--- src/rtl/sbis_pkg.sv ---
// Shared encodings for the SDRAM burst interrupt scheduler.
package sbis_pkg;
    // Command placed on the memory command outputs.
    typedef enum logic [1:0] {
        CMD_NOP   = 2'b00,
        CMD_READ  = 2'b01,
        CMD_WRITE = 2'b10
    } cmd_e;

    // Life cycle of one bank from the scheduler's point of view.
    typedef enum logic [2:0] {
        BK_IDLE,
        BK_ACTIVE,
        BK_BURST,
        BK_RECOVER,
        BK_PRECHG
    } bank_st_e;
endpackage

--- src/rtl/sbis_bank_fsm.sv ---
// Per-bank tracker. Follows one bank through burst, write recovery and
// auto precharge. Assumes the bank's row is open at reset and is reopened
// by an outside agent after precharge. TWR and TRP must be at least 1.
module sbis_bank_fsm
    import sbis_pkg::*;
#(
    parameter int TWR = 2,
    parameter int TRP = 3
) (
    input  logic clk,
    input  logic rst_n,
    input  logic start_i,
    input  logic start_write_i,
    input  logic start_ap_i,
    input  logic stop_i,
    output logic accept_ok_o,
    output logic busy_o,
    output logic pre_start_o
);
    localparam int MAXC = (TWR > TRP) ? TWR : TRP;
    localparam int CW   = $clog2(MAXC + 1);

    bank_st_e        st_q;
    logic [CW-1:0]   cnt_q;
    logic            ap_q;
    logic            wr_q;
    logic            pre_q;

    // Advance the bank state on burst start/stop and on the timers.
    always_ff @(posedge clk) begin
        if (!rst_n) begin
            st_q  <= BK_ACTIVE;
            cnt_q <= '0;
            ap_q  <= 1'b0;
            wr_q  <= 1'b0;
            pre_q <= 1'b0;
        end else begin
            pre_q <= 1'b0;
            case (st_q)
                BK_IDLE, BK_ACTIVE: begin
                    if (start_i) begin
                        st_q <= BK_BURST;
                        ap_q <= start_ap_i;
                        wr_q <= start_write_i;
                    end
                end
                BK_BURST: begin
                    if (stop_i) begin
                        if (!ap_q) begin
                            st_q <= BK_ACTIVE;
                        end else if (wr_q) begin
                            st_q  <= BK_RECOVER;
                            cnt_q <= CW'(TWR - 1);
                        end else begin
                            st_q  <= BK_PRECHG;
                            cnt_q <= CW'(TRP - 1);
                            pre_q <= 1'b1;
                        end
                    end
                end
                BK_RECOVER: begin
                    if (cnt_q == '0) begin
                        st_q  <= BK_PRECHG;
                        cnt_q <= CW'(TRP - 1);
                        pre_q <= 1'b1;
                    end else begin
                        cnt_q <= cnt_q - 1'b1;
                    end
                end
                BK_PRECHG: begin
                    if (cnt_q == '0) st_q <= BK_IDLE;
                    else             cnt_q <= cnt_q - 1'b1;
                end
                default: st_q <= BK_IDLE;
            endcase
        end
    end

    // Bank may take a new burst only when open and not recovering.
    assign accept_ok_o = (st_q == BK_ACTIVE) || (st_q == BK_IDLE);
    assign busy_o      = (st_q == BK_PRECHG);
    assign pre_start_o = pre_q;

    // a burst only starts on a bank that is free.
    a_r9_start_when_free: assert property (@(posedge clk) disable iff (!rst_n)
        start_i |-> accept_ok_o);
    // a stop request only reaches a bank that is bursting.
    a_r7_stop_in_burst: assert property (@(posedge clk) disable iff (!rst_n)
        stop_i |-> (st_q == BK_BURST));
    // the precharge start flag is a single-cycle pulse.
    a_r8_pre_single: assert property (@(posedge clk) disable iff (!rst_n)
        pre_start_o |=> !pre_start_o);
    // precharge start coincides with the busy window opening.
    a_r9_pre_busy: assert property (@(posedge clk) disable iff (!rst_n)
        pre_start_o |-> busy_o);
endmodule

--- src/rtl/sbis_read_pipe.sv ---
// Read return pipeline. A beat issued in cycle X appears on valid_o in
// cycle X+CL with its bank. A flush drops every beat in flight and the one
// being pushed. Assumes CL >= 2.
module sbis_read_pipe #(
    parameter int CL = 3,
    parameter int BW = 2
) (
    input  logic          clk,
    input  logic          rst_n,
    input  logic          push_i,
    input  logic [BW-1:0] bank_i,
    input  logic          flush_i,
    output logic          valid_o,
    output logic [BW-1:0] bank_o,
    output logic          live_o
);
    logic [CL-1:0] v_q;
    logic [BW-1:0] bk_q [CL];

    // Shift beat-valid flags, clearing them all on a flush.
    always_ff @(posedge clk) begin
        if (!rst_n || flush_i) v_q <= '0;
        else                   v_q <= {v_q[CL-2:0], push_i};
    end

    // First bank stage captures the issuing bank.
    always_ff @(posedge clk) begin
        if (!rst_n) bk_q[0] <= '0;
        else        bk_q[0] <= bank_i;
    end

    for (genvar s = 1; s < CL; s++) begin : g_stage
        // Carry the bank tag one stage along.
        always_ff @(posedge clk) begin
            if (!rst_n) bk_q[s] <= '0;
            else        bk_q[s] <= bk_q[s-1];
        end
    end

    assign valid_o = v_q[CL-1];
    assign bank_o  = bk_q[CL-1];
    assign live_o  = |v_q;

    // after a flush nothing comes out in the next cycle.
    a_r5_flush_clears: assert property (@(posedge clk) disable iff (!rst_n)
        flush_i |=> !valid_o);
endmodule

--- src/rtl/sdram_burst_sched.sv ---
// SDRAM burst interrupt scheduler (top). Accepts read/write requests to open
// rows, issues commands, runs bursts that a request to another bank may cut
// short, leads writes with the data mask, and tracks auto precharge per bank.
// Assumes rows are opened outside this block; BL in {1,2,4,8}, CL in {2,3}.
module sdram_burst_sched
    import sbis_pkg::*;
#(
    parameter int NB   = 4,
    parameter int CL   = 3,
    parameter int BL   = 4,
    parameter int TWR  = 2,
    parameter int TRP  = 3,
    parameter int COLW = 8
) (
    input  logic                    clk,
    input  logic                    rst_n,
    input  logic                    req_valid,
    output logic                    req_ready,
    input  logic                    req_write,
    input  logic                    req_ap,
    input  logic [$clog2(NB)-1:0]   req_bank,
    input  logic [COLW-1:0]         req_col,
    output logic [1:0]              cmd_o,
    output logic [$clog2(NB)-1:0]   cmd_bank_o,
    output logic [COLW-1:0]         cmd_col_o,
    output logic                    cmd_ap_o,
    output logic                    dqm_o,
    output logic                    dq_oe_o,
    output logic                    rd_valid_o,
    output logic [$clog2(NB)-1:0]   rd_bank_o,
    output logic [NB-1:0]           bank_busy_o,
    output logic [NB-1:0]           pre_start_o
);
    localparam int BW  = $clog2(NB);
    localparam int BCW = (BL > 1) ? $clog2(BL) : 1;

    // Current burst
    logic           b_act_q;
    logic           b_wr_q;
    logic [BW-1:0]  b_bank_q;
    logic [BCW-1:0] b_cnt_q;

    // Command outputs
    cmd_e           cmd_q;
    logic [BW-1:0]  cmd_bank_q;
    logic [COLW-1:0] cmd_col_q;
    logic           cmd_ap_q;

    // Mask lead tracking
    logic           rd_ap_q;
    logic           dqm_q;
    logic [1:0]     dqm_run_q;

    logic [NB-1:0]  bank_ok;
    logic           tgt_ok;
    logic           pipe_live;
    logic           rd_live;
    logic [1:0]     lead;
    logic           accept;
    logic           stop_any;
    logic           dqm_next;

    // Request gating: bank free, and for writes the mask lead satisfied.
    always_comb begin
        tgt_ok    = bank_ok[req_bank];
        rd_live   = (b_act_q && !b_wr_q) || pipe_live;
        lead      = rd_ap_q ? 2'd2 : 2'd1;
        req_ready = tgt_ok && (!req_write || !rd_live || (dqm_run_q >= lead));
        accept    = req_valid && req_ready;
        stop_any  = b_act_q && ((b_cnt_q == '0) || accept);
        dqm_next  = req_valid && req_write && tgt_ok && rd_live && !accept;
    end

    // Burst engine: load on accept, count beats down, stop at zero.
    always_ff @(posedge clk) begin
        if (!rst_n) begin
            b_act_q  <= 1'b0;
            b_wr_q   <= 1'b0;
            b_bank_q <= '0;
            b_cnt_q  <= '0;
        end else if (accept) begin
            b_act_q  <= 1'b1;
            b_wr_q   <= req_write;
            b_bank_q <= req_bank;
            b_cnt_q  <= BCW'(BL - 1);
        end else if (b_act_q) begin
            if (b_cnt_q == '0) b_act_q <= 1'b0;
            else               b_cnt_q <= b_cnt_q - 1'b1;
        end
    end

    // Command register: one command in the cycle after acceptance.
    always_ff @(posedge clk) begin
        if (!rst_n) begin
            cmd_q      <= CMD_NOP;
            cmd_bank_q <= '0;
            cmd_col_q  <= '0;
            cmd_ap_q   <= 1'b0;
        end else begin
            cmd_q      <= accept ? (req_write ? CMD_WRITE : CMD_READ) : CMD_NOP;
            cmd_bank_q <= accept ? req_bank : '0;
            cmd_col_q  <= accept ? req_col : '0;
            cmd_ap_q   <= accept && req_ap;
        end
    end

    // Mask lead: remember last read's precharge flag, count mask cycles.
    always_ff @(posedge clk) begin
        if (!rst_n) begin
            rd_ap_q   <= 1'b0;
            dqm_q     <= 1'b0;
            dqm_run_q <= '0;
        end else begin
            if (accept && !req_write) rd_ap_q <= req_ap;
            dqm_q <= dqm_next;
            if (!dqm_next)              dqm_run_q <= '0;
            else if (dqm_run_q != 2'd3) dqm_run_q <= dqm_run_q + 2'd1;
        end
    end

    sbis_read_pipe #(.CL(CL), .BW(BW)) u_rpipe (
        .clk     (clk),
        .rst_n   (rst_n),
        .push_i  (b_act_q && !b_wr_q),
        .bank_i  (b_bank_q),
        .flush_i (accept && req_write),
        .valid_o (rd_valid_o),
        .bank_o  (rd_bank_o),
        .live_o  (pipe_live)
    );

    for (genvar i = 0; i < NB; i++) begin : g_bank
        sbis_bank_fsm #(.TWR(TWR), .TRP(TRP)) u_fsm (
            .clk           (clk),
            .rst_n         (rst_n),
            .start_i       (accept && (req_bank == BW'(i))),
            .start_write_i (req_write),
            .start_ap_i    (req_ap),
            .stop_i        (stop_any && (b_bank_q == BW'(i))),
            .accept_ok_o   (bank_ok[i]),
            .busy_o        (bank_busy_o[i]),
            .pre_start_o   (pre_start_o[i])
        );
    end

    assign cmd_o      = cmd_q;
    assign cmd_bank_o = cmd_bank_q;
    assign cmd_col_o  = cmd_col_q;
    assign cmd_ap_o   = cmd_ap_q;
    assign dqm_o      = dqm_q;
    assign dq_oe_o    = b_act_q && b_wr_q;

    // Checker-side history for the mask lead properties.
    logic wr_after_rd_q;
    logic lead2_q;
    always_ff @(posedge clk) begin
        if (!rst_n) begin
            wr_after_rd_q <= 1'b0;
            lead2_q       <= 1'b0;
        end else begin
            wr_after_rd_q <= accept && req_write && rd_live;
            lead2_q       <= rd_ap_q;
        end
    end

    // every command on the bus comes from a completed handshake.
    a_r1_cmd_from_accept: assert property (@(posedge clk) disable iff (!rst_n)
        (cmd_o != 2'b00) |-> $past(req_valid && req_ready));
    // write beats and read returns never share the bus.
    a_r5_bus_exclusive: assert property (@(posedge clk) disable iff (!rst_n)
        !(dq_oe_o && rd_valid_o));
    // a write behind a live read had the mask up one cycle earlier.
    a_r6_lead_one: assert property (@(posedge clk) disable iff (!rst_n)
        ((cmd_o == 2'b10) && wr_after_rd_q) |-> $past(dqm_o));
    // behind a read with auto precharge, the mask was up two cycles earlier.
    a_r6_lead_two: assert property (@(posedge clk) disable iff (!rst_n)
        ((cmd_o == 2'b10) && wr_after_rd_q && lead2_q) |-> $past(dqm_o, 2));
    // the write beat itself is not masked.
    a_r6_no_mask_on_write: assert property (@(posedge clk) disable iff (!rst_n)
        (cmd_o == 2'b10) |-> !dqm_o);
    // a busy bank never sees its request accepted.
    a_r9_busy_stalls: assert property (@(posedge clk) disable iff (!rst_n)
        (req_valid && bank_busy_o[req_bank]) |-> !req_ready);
endmodule

--- config.mk ---
export PLATFORM = sky130hd
export DESIGN_NAME = sdram_burst_sched
export DESIGN_NICKNAME = d
export VERILOG_FILES = /design/src/rtl/sbis_pkg.sv /design/src/rtl/sbis_bank_fsm.sv /design/src/rtl/sbis_read_pipe.sv /design/src/rtl/sdram_burst_sched.sv
export SDC_FILE = /design/constraint.sdc
export NUM_CORES = 1
export LEC_CHECK = 0
export BUFFER_PORTS_ARGS = -buffer_cell sky130_fd_sc_hd__buf_2
export CELL_PAD_IN_SITES_DETAIL_PLACEMENT = 0
export CELL_PAD_IN_SITES_GLOBAL_PLACEMENT = 1
export CORE_MARGIN = 3
export CORE_UTILIZATION = 35
export CTS_CLUSTER_DIAMETER = 60
export DETAILED_ROUTE_END_ITERATION = 10
export HOLD_SLACK_MARGIN = 0.1
export PLACE_DENSITY = 0.69
export SYNTH_ARGS = -nofsm -noshare
export SYNTH_HDL_FRONTEND = slang
export SYNTH_SLANG_ARGS = --single-unit
--- constraint.sdc ---
create_clock -name clk -period 3.6 [get_ports clk]
set_clock_uncertainty 0.2 [all_clocks]
set_input_delay 0.9 -clock clk [delete_from_list [all_inputs] [get_ports clk]]
set_output_delay 0.9 -clock clk [all_outputs]
set_load 0.01 [all_outputs]
==> flow_metrics.py, run 1 <==
metrics = {
    "status": {
        "outcome": "finished, final reports clean",
    },
    "timing": {
        "hold_ws_ns": 0.2262,
        "slew-limit-headroom_pct": 57.55,
        "min_period_over_period_pct": 85.35,
        "slew_violations": 0,
        "fmaxAchievable_mhz": 325.5,
        "worst_pin_slew_ns": 0.6278,
        "fin_setup_tns_ns": 0,
        "rsz0062_at_grt": "no",
        "final-setup-viol-count": 0,
        "hold_viol_final": 0,
        "fin_crit_ns": 3.072,
    },
    "global_routing": {
        "grt_pass1_wl_um": 14390,
        "grt_max_degree": 30,
        "antenna_found_initial": 0,
        "grtUsageTotal_pct": 16.34,
        "grt_pass1_vias": 2873,
        "overflow": 0,
    },
    "cells_and_area": {
        "antennaDiodeCount": 0,
        "layout.nets": 467,
        "drive_gt1_share_pct": 16.18,
        "final_core_util_pct": 41.23,
        "area_delta_synth_final_pct": 13.39,
    },
    "pwr": {
        "p_seq_share_pct": 45.8,
        "comb_power_share_pct": 18.1,
        "powerDensity_nw_per_um2": 459.7,
        "leakagePower_uw": 0.001614,
        "internal_power_uw": 1218,
        "p_sw_share_pct": 31.09,
        "peakVddDrop_mv": 0.1500,
        "switching_power_uw": 549.6,
        "p_clk_share_pct": 36.1,
    },
    "logic_synthesis": {
        "synth_common_cells": "64 x dfxtp_1, 46 x nand2_1, 39 x nor2_1",
        "synth_edf_count": 0,
        "yosysSeqAreaShare_pct": 37.77,
        "ys_top_cells_by_area": "dfxtp_1 38%, mux2i_1 5.3%, nand2_1 5.1%, ha_1 4.4%, nor2_1 4.3%",
        "syn-num-nets": 440,
        "syn_area_sq_um": 3392,
        "async_flop_share_pct": 0,
        "ys_warn_count": 0,
        "yosysTopAreaCell": "dfxtp_1",
        "synthDistinctLibCells": 60,
        "yosysTopAreaCellShare_pct": 37.77,
        "synth_most_common_cell": "dfxtp_1",
        "synth_area_per_cell_sq_um": 8.213,
        "synth_seq_cells": 64,
        "synth_cells": 413,
        "synth_flop_cell": "dfxtp_1",
    },
    "clocking": {
        "cts_tree": "done",
        "cts_buffers": 9,
        "ctsRootBufferMaster": "clkbuf_8",
        "cts_sinks": 64,
        "cts_setup_buffers": 0,
        "h-tree-depth": 3,
        "path_clk_slew_ns": 0.07,
        "clock_path_buffers": 2,
        "cts_resized": 0,
        "worstSkewPairLatency_ns": 0.35,
        "cts_hold_buf": 0,
    },
    "worst_setup_path": {
        "path_cells": "buf_2, nor4b_1, a31oi_1, a21oi_1, buf_2",
        "timing.critical_path.mode_cell": "buf_2",
        "rrSetupSlack_ns": 1.08,
        "reg2reg_to": "g_bank[3].u_fsm.st_q[1]",
        "path_class": "in2out",
        "crit_slowest_cell": "a31oi_1",
        "cp_max_fo": 12,
        "rr_startpoint": "dqm_run_q[0]",
        "critPathArrivalTime_ns": 1.97,
        "crit_required_ns": 2.50,
        "endpoint_kind": "output port",
        "reg2regPathDepth": 7,
        "max_stage_delay_ns": 0.40,
        "cp-start-kind": "input pin",
    },
    "place": {
        "hpwl_um": 6063,
        "routabilityCongestion": 0.8854,
        "io_buffers": 41,
    },
    "floorplan": {
        "start_util_pct": 36.36,
        "dieArea_sq_um": 10910,
        "core.rowCount": 35,
        "die_h_um": 104.4,
        "io_pins": 42,
        "core-area_sq_um": 9328,
        "die_x_um": 104.4,
    },
    "drt": {
        "drc": 0,
        "wl_um": 8568,
        "wl_per_cell_um": 14.93,
        "drtAntennaViolNets": 0,
        "via_per_inst": 5.230,
        "drtIter0Drc": 133,
        "num_vias": 3002,
        "drtPass1Iterations": 4,
    },
    "min_path": {
        "worstHoldPathCells": 1,
        "hold_start": "u_rpipe.bk_q[1][1]",
        "min_to": "u_rpipe.bk_q[2][1]",
        "hp-class": "reg2reg",
    },
    "flow_run": {
        "cap_viol_max_count": 0,
    },
}
[layer usage]
metal	vias up	share of wire, %	routed length (um)	GRT usage (%)
li1	1502	-	-	-
met4	0	1.6	136	5.128
met3	12	4.7	404	4.345
met1	1412	47	4009	21.42
met2	76	47	4018	26.15
met5	-	0	0	0
[through the flow]
stage                     setup slack, ns  area (sq um)  power [uW]  cells
after detailed placement           0.5272          3641        1143    558
after global routing               0.4558          3846        1869    574
after floorplan                    0.7782          3392        1050    413
after global placement             0.5357          3641        1141    558
final                              0.5276          3846        1768    574
after CTS                          0.5261          3846        1780    574
[worst max-delay path: cells and delay by family]
family,cells,cell delay (ns)
AOI/OAI and AO/OA,2,0.56
buffers and inverters,2,0.35
and+or+nand+nor,1,0.16
[flip-flops by register name, indices dropped and copies added, names as in the netlist, 3 cells and up]
| signal | cells |
|---|---|
| cmd_col_o | 8 |
| g_bank.u_fsm.pre_start_o | 4 |
| g_bank.u_fsm.cnt_q | 8 |
| g_bank.u_fsm.st_q | 12 |
| u_rpipe.v_q | 3 |
| g_bank.u_fsm.wr_q | 4 |
| u_rpipe.bk_q | 6 |
| g_bank.u_fsm.ap_q | 4 |
[cells by family after synthesis]
kind of cell | after synthesis | synth area share, %
simple gates | 162 | 24.75
compound gates | 95 | 19.33
flops | 64 | 37.77
buf+inv | 60 | 7.894
mux | 18 | 5.312
fa+ha+maj | 12 | 4.426
xor+xnor | 2 | 0.5165
[layout by cell type, fill, tap and decap left out, types with 3 or more instances in the layout]
master and count:
buf_2 41, o21ai_0 20, o211ai_1 5, nor4b_1 3, a22oi_1 4, nor2_1 39
a21oi_1 27, nor2b_1 5, ha_1 12, a31oi_1 6, mux2i_1 18, nand2_1 46
nand2b_1 12, nor3_1 3, inv_1 30, buf_4 5, and2_1 6, nor3b_1 4
dfxtp_1 64, o21ai_1 3, and3_1 12, nor4_1 4, nand3_1 10, clkbuf_8 10
nand3b_1 5
[power groups by stage]
stage / registers (uW) / clock network, uW / logic [uW]
floorplan: 796 / 0 / 254
global placement: 824 / 0 / 317
detailed placement: 825 / 0 / 319
finish: 810 / 639 / 319
CTS: 809 / 650 / 321
global route: 819 / 690 / 360
[final cells by class]
cell class | count | area (sq um)
Inverter | 30 | 112.6
Timing Repair Buffer | 46 | 242.7
Tap cell | 129 | 161.4
Clock buffer | 10 | 137.6
Clock inverter | 6 | 67.56
Multi-Input combinational cell | 289 | 1843
Sequential cell | 64 | 1281
Fill cell | 982 | 5482
[worst max-delay path by stage]
stage                      startpoint         to  slack (ns)
after floorplan             req_write  req_ready        0.78
after global placement    req_bank[1]  req_ready        0.54
final                     req_bank[0]  req_ready        0.53
after detailed placement  req_bank[0]  req_ready        0.53
after global routing      req_bank[1]  req_ready        0.46
after CTS                 req_bank[0]  req_ready        0.53
Note: power is estimated with default switching activity, not from simulation.
==> run 2: changes to the inputs <==
--- a/config.mk
+++ b/config.mk
@@ -14,6 +14,7 @@
 export DETAILED_ROUTE_END_ITERATION = 10
 export HOLD_SLACK_MARGIN = 0.1
 export PLACE_DENSITY = 0.69
+export RECOVER_POWER = 100
 export SYNTH_ARGS = -nofsm -noshare
 export SYNTH_HDL_FRONTEND = slang
 export SYNTH_SLANG_ARGS = --single-unit
==> constraint.sdc (replaced) <==
create_clock -name clk -period 3.6 [get_ports clk]
set_clock_uncertainty 0.2 [all_clocks]
set_input_delay 0.36 -clock clk [delete_from_list [all_inputs] [get_ports clk]]
set_output_delay 0.36 -clock clk [all_outputs]
set_load 0.01 [all_outputs]
==> flow_metrics.py, run 2 (synthesis results as in run 1) <==
metrics = {
    "status": {
        "outcome": "finished, final reports clean",
    },
    "timing": {
        "slew_violations": 0,
        "slew-limit-headroom_pct": 7.801,
        "fmaxAchievable_mhz": 355.1,
        "fin_setup_tns_ns": 0,
        "min_period_over_period_pct": 78.24,
        "final-setup-viol-count": 0,
        "worst_pin_slew_ns": 1.383,
        "hold_viol_final": 0,
        "fin_crit_ns": 2.816,
        "rsz0062_at_grt": "no",
    },
    "pwr": {
        "switching_power_uw": 543.6,
        "p_seq_share_pct": 44.3,
        "leakagePower_uw": 0.001518,
        "powerDensity_nw_per_um2": 472.0,
        "peakVddDrop_mv": 0.1951,
        "finalPower_uw": 1827,
        "p_sw_share_pct": 29.76,
        "comb_power_share_pct": 17.3,
        "internal_power_uw": 1283,
        "p_clk_share_pct": 38.4,
    },
    "cells_and_area": {
        "final_cell_mix": "64 x dfxtp_1, 46 x nand2_1, 39 x nor2_1",
        "final_core_util_pct": 41.50,
        "largest_reg_flops": 12,
        "area_delta_synth_final_pct": 14.13,
        "multiInputGateArea_sq_um": 1832,
        "stdcell_count": 580,
        "regMostFlops": "g_bank.u_fsm.st_q",
        "drive_gt1_share_pct": 8.204,
        "final_common_cell": "dfxtp_1",
        "nFillCells": 978,
        "antennaDiodeCount": 0,
        "seq_area_sq_um": 1281,
        "layout.nets": 473,
    },
    "clocking": {
        "cts_setup_buffers": 0,
        "path_clk_slew_ns": 0.08,
        "cts_sinks": 64,
        "h-tree-depth": 3,
        "cts_tree": "done",
        "ctsRootBufferMaster": "clkbuf_8",
        "cts_resized": 0,
        "clock_path_buffers": 2,
        "cts_buffers": 9,
        "worstSkewPairLatency_ns": 0.35,
    },
    "floorplan": {
        "core.rowCount": 35,
        "io_pins": 42,
        "die_h_um": 104.4,
        "core-area_sq_um": 9328,
        "die_x_um": 104.4,
        "dieArea_sq_um": 10910,
        "start_util_pct": 36.36,
    },
    "global_routing": {
        "overflow": 0,
        "grt_pass1_vias": 2876,
        "antenna_found_initial": 0,
        "grtUsageTotal_pct": 16.44,
        "grt_pass1_wl_um": 14490,
        "grt_max_degree": 31,
    },
    "place": {
        "dp.cells": 556,
        "io_buffers": 41,
        "routabilityCongestion": 0.7834,
        "hpwl_um": 6045,
    },
    "worst_setup_path": {
        "cp-start-kind": "flip-flop",
        "cp_max_fo": 15,
        "path_class": "reg2reg",
        "crit_required_ns": 3.64,
        "endpoint_kind": "flip-flop",
        "critPathArrivalTime_ns": 2.86,
    },
    "drt": {
        "drc": 0,
        "num_vias": 2993,
        "wl_per_cell_um": 15.34,
        "wl_um": 8896,
        "drtPass1Iterations": 4,
        "drtIter0Drc": 177,
        "via_per_inst": 5.160,
        "drtAntennaViolNets": 0,
    },
    "min_path": {
        "hp-class": "in2reg",
    },
    "flow_run": {
        "cap_viol_max_count": 0,
    },
}
run 2: cell types whose count changed in the layout (fill, tap and decap cells not counted), sizes merged:
cell	change
inv	-1
buf	-32
clkinv	-1
clkbuf	+31
dlygate4sd3	+8
bufinv	+1
run 2: area by class of cell:
type                       count  share of cell area [%]
clock buffer                  11                   3.652
sequential                    64                   33.10
inverter                      30                   2.909
multi-input combinational    289                   47.32
timing repair buffer          52                   6.787
clock inverter                 5                   2.069
tap                          129                   4.169
run 2: worst max-delay path: stages (launching register included):
cell and delay, ns:
dfxtp_1 0.37, inv_1 0.05, ha_1 0.26, nand2b_1 0.17, a221oi_4 0.12, a211oi_4 0.53, clkbuf_1 0.60, nand2_1 0.19
and3_1 0.22
run 2: final timing paths:
check	start	end	slack (ns)	cells past startpoint
worst max-delay path	dqm_run_q[0]	u_rpipe.v_q[1]	0.78	8
worst min-delay path	req_ap	cmd_ap_o	0.15	2
worst max register to register	dqm_run_q[0]	u_rpipe.v_q[1]	0.78	8
worst min register to register	u_rpipe.bk_q[0][1]	u_rpipe.bk_q[1][1]	0.23	1
run 2: repair_timing:
action	4_1_cts	5_1_grt
setup endpoints to repair	0	0
hold buffers	8	0
endpoints found under the hold margin	8	0
run 2: power groups by stage:
stage	Clock [uW]	Combinational (uW)	Sequential, uW
after floorplan	0	254	796
after global placement	0	314	823
after detailed placement	0	316	824
after CTS	711	324	808
after global routing	749	354	816
final	701	316	810
run 2: metrics by stage:
step                      area (sq um)  setup slack [ns]  hold WS, ns
after floorplan                   3392             1.425       0.2119
after detailed placement          3626             1.056       0.2209
after CTS                         3928             1.042       0.1354
final                             3871            0.7835       0.1470
after global routing              3871            0.5745       0.1468
after global placement            3626             1.105       0.2127
run 2: metal layers:
| layer | part of all wire [%] | track usage (%) |
|---|---|---|
| met5 | 0 | 0 |
| met4 | 1.7 | 5.983 |
| met3 | 4.0 | 3.662 |
| met2 | 46 | 26.01 |
| met1 | 49 | 21.86 |
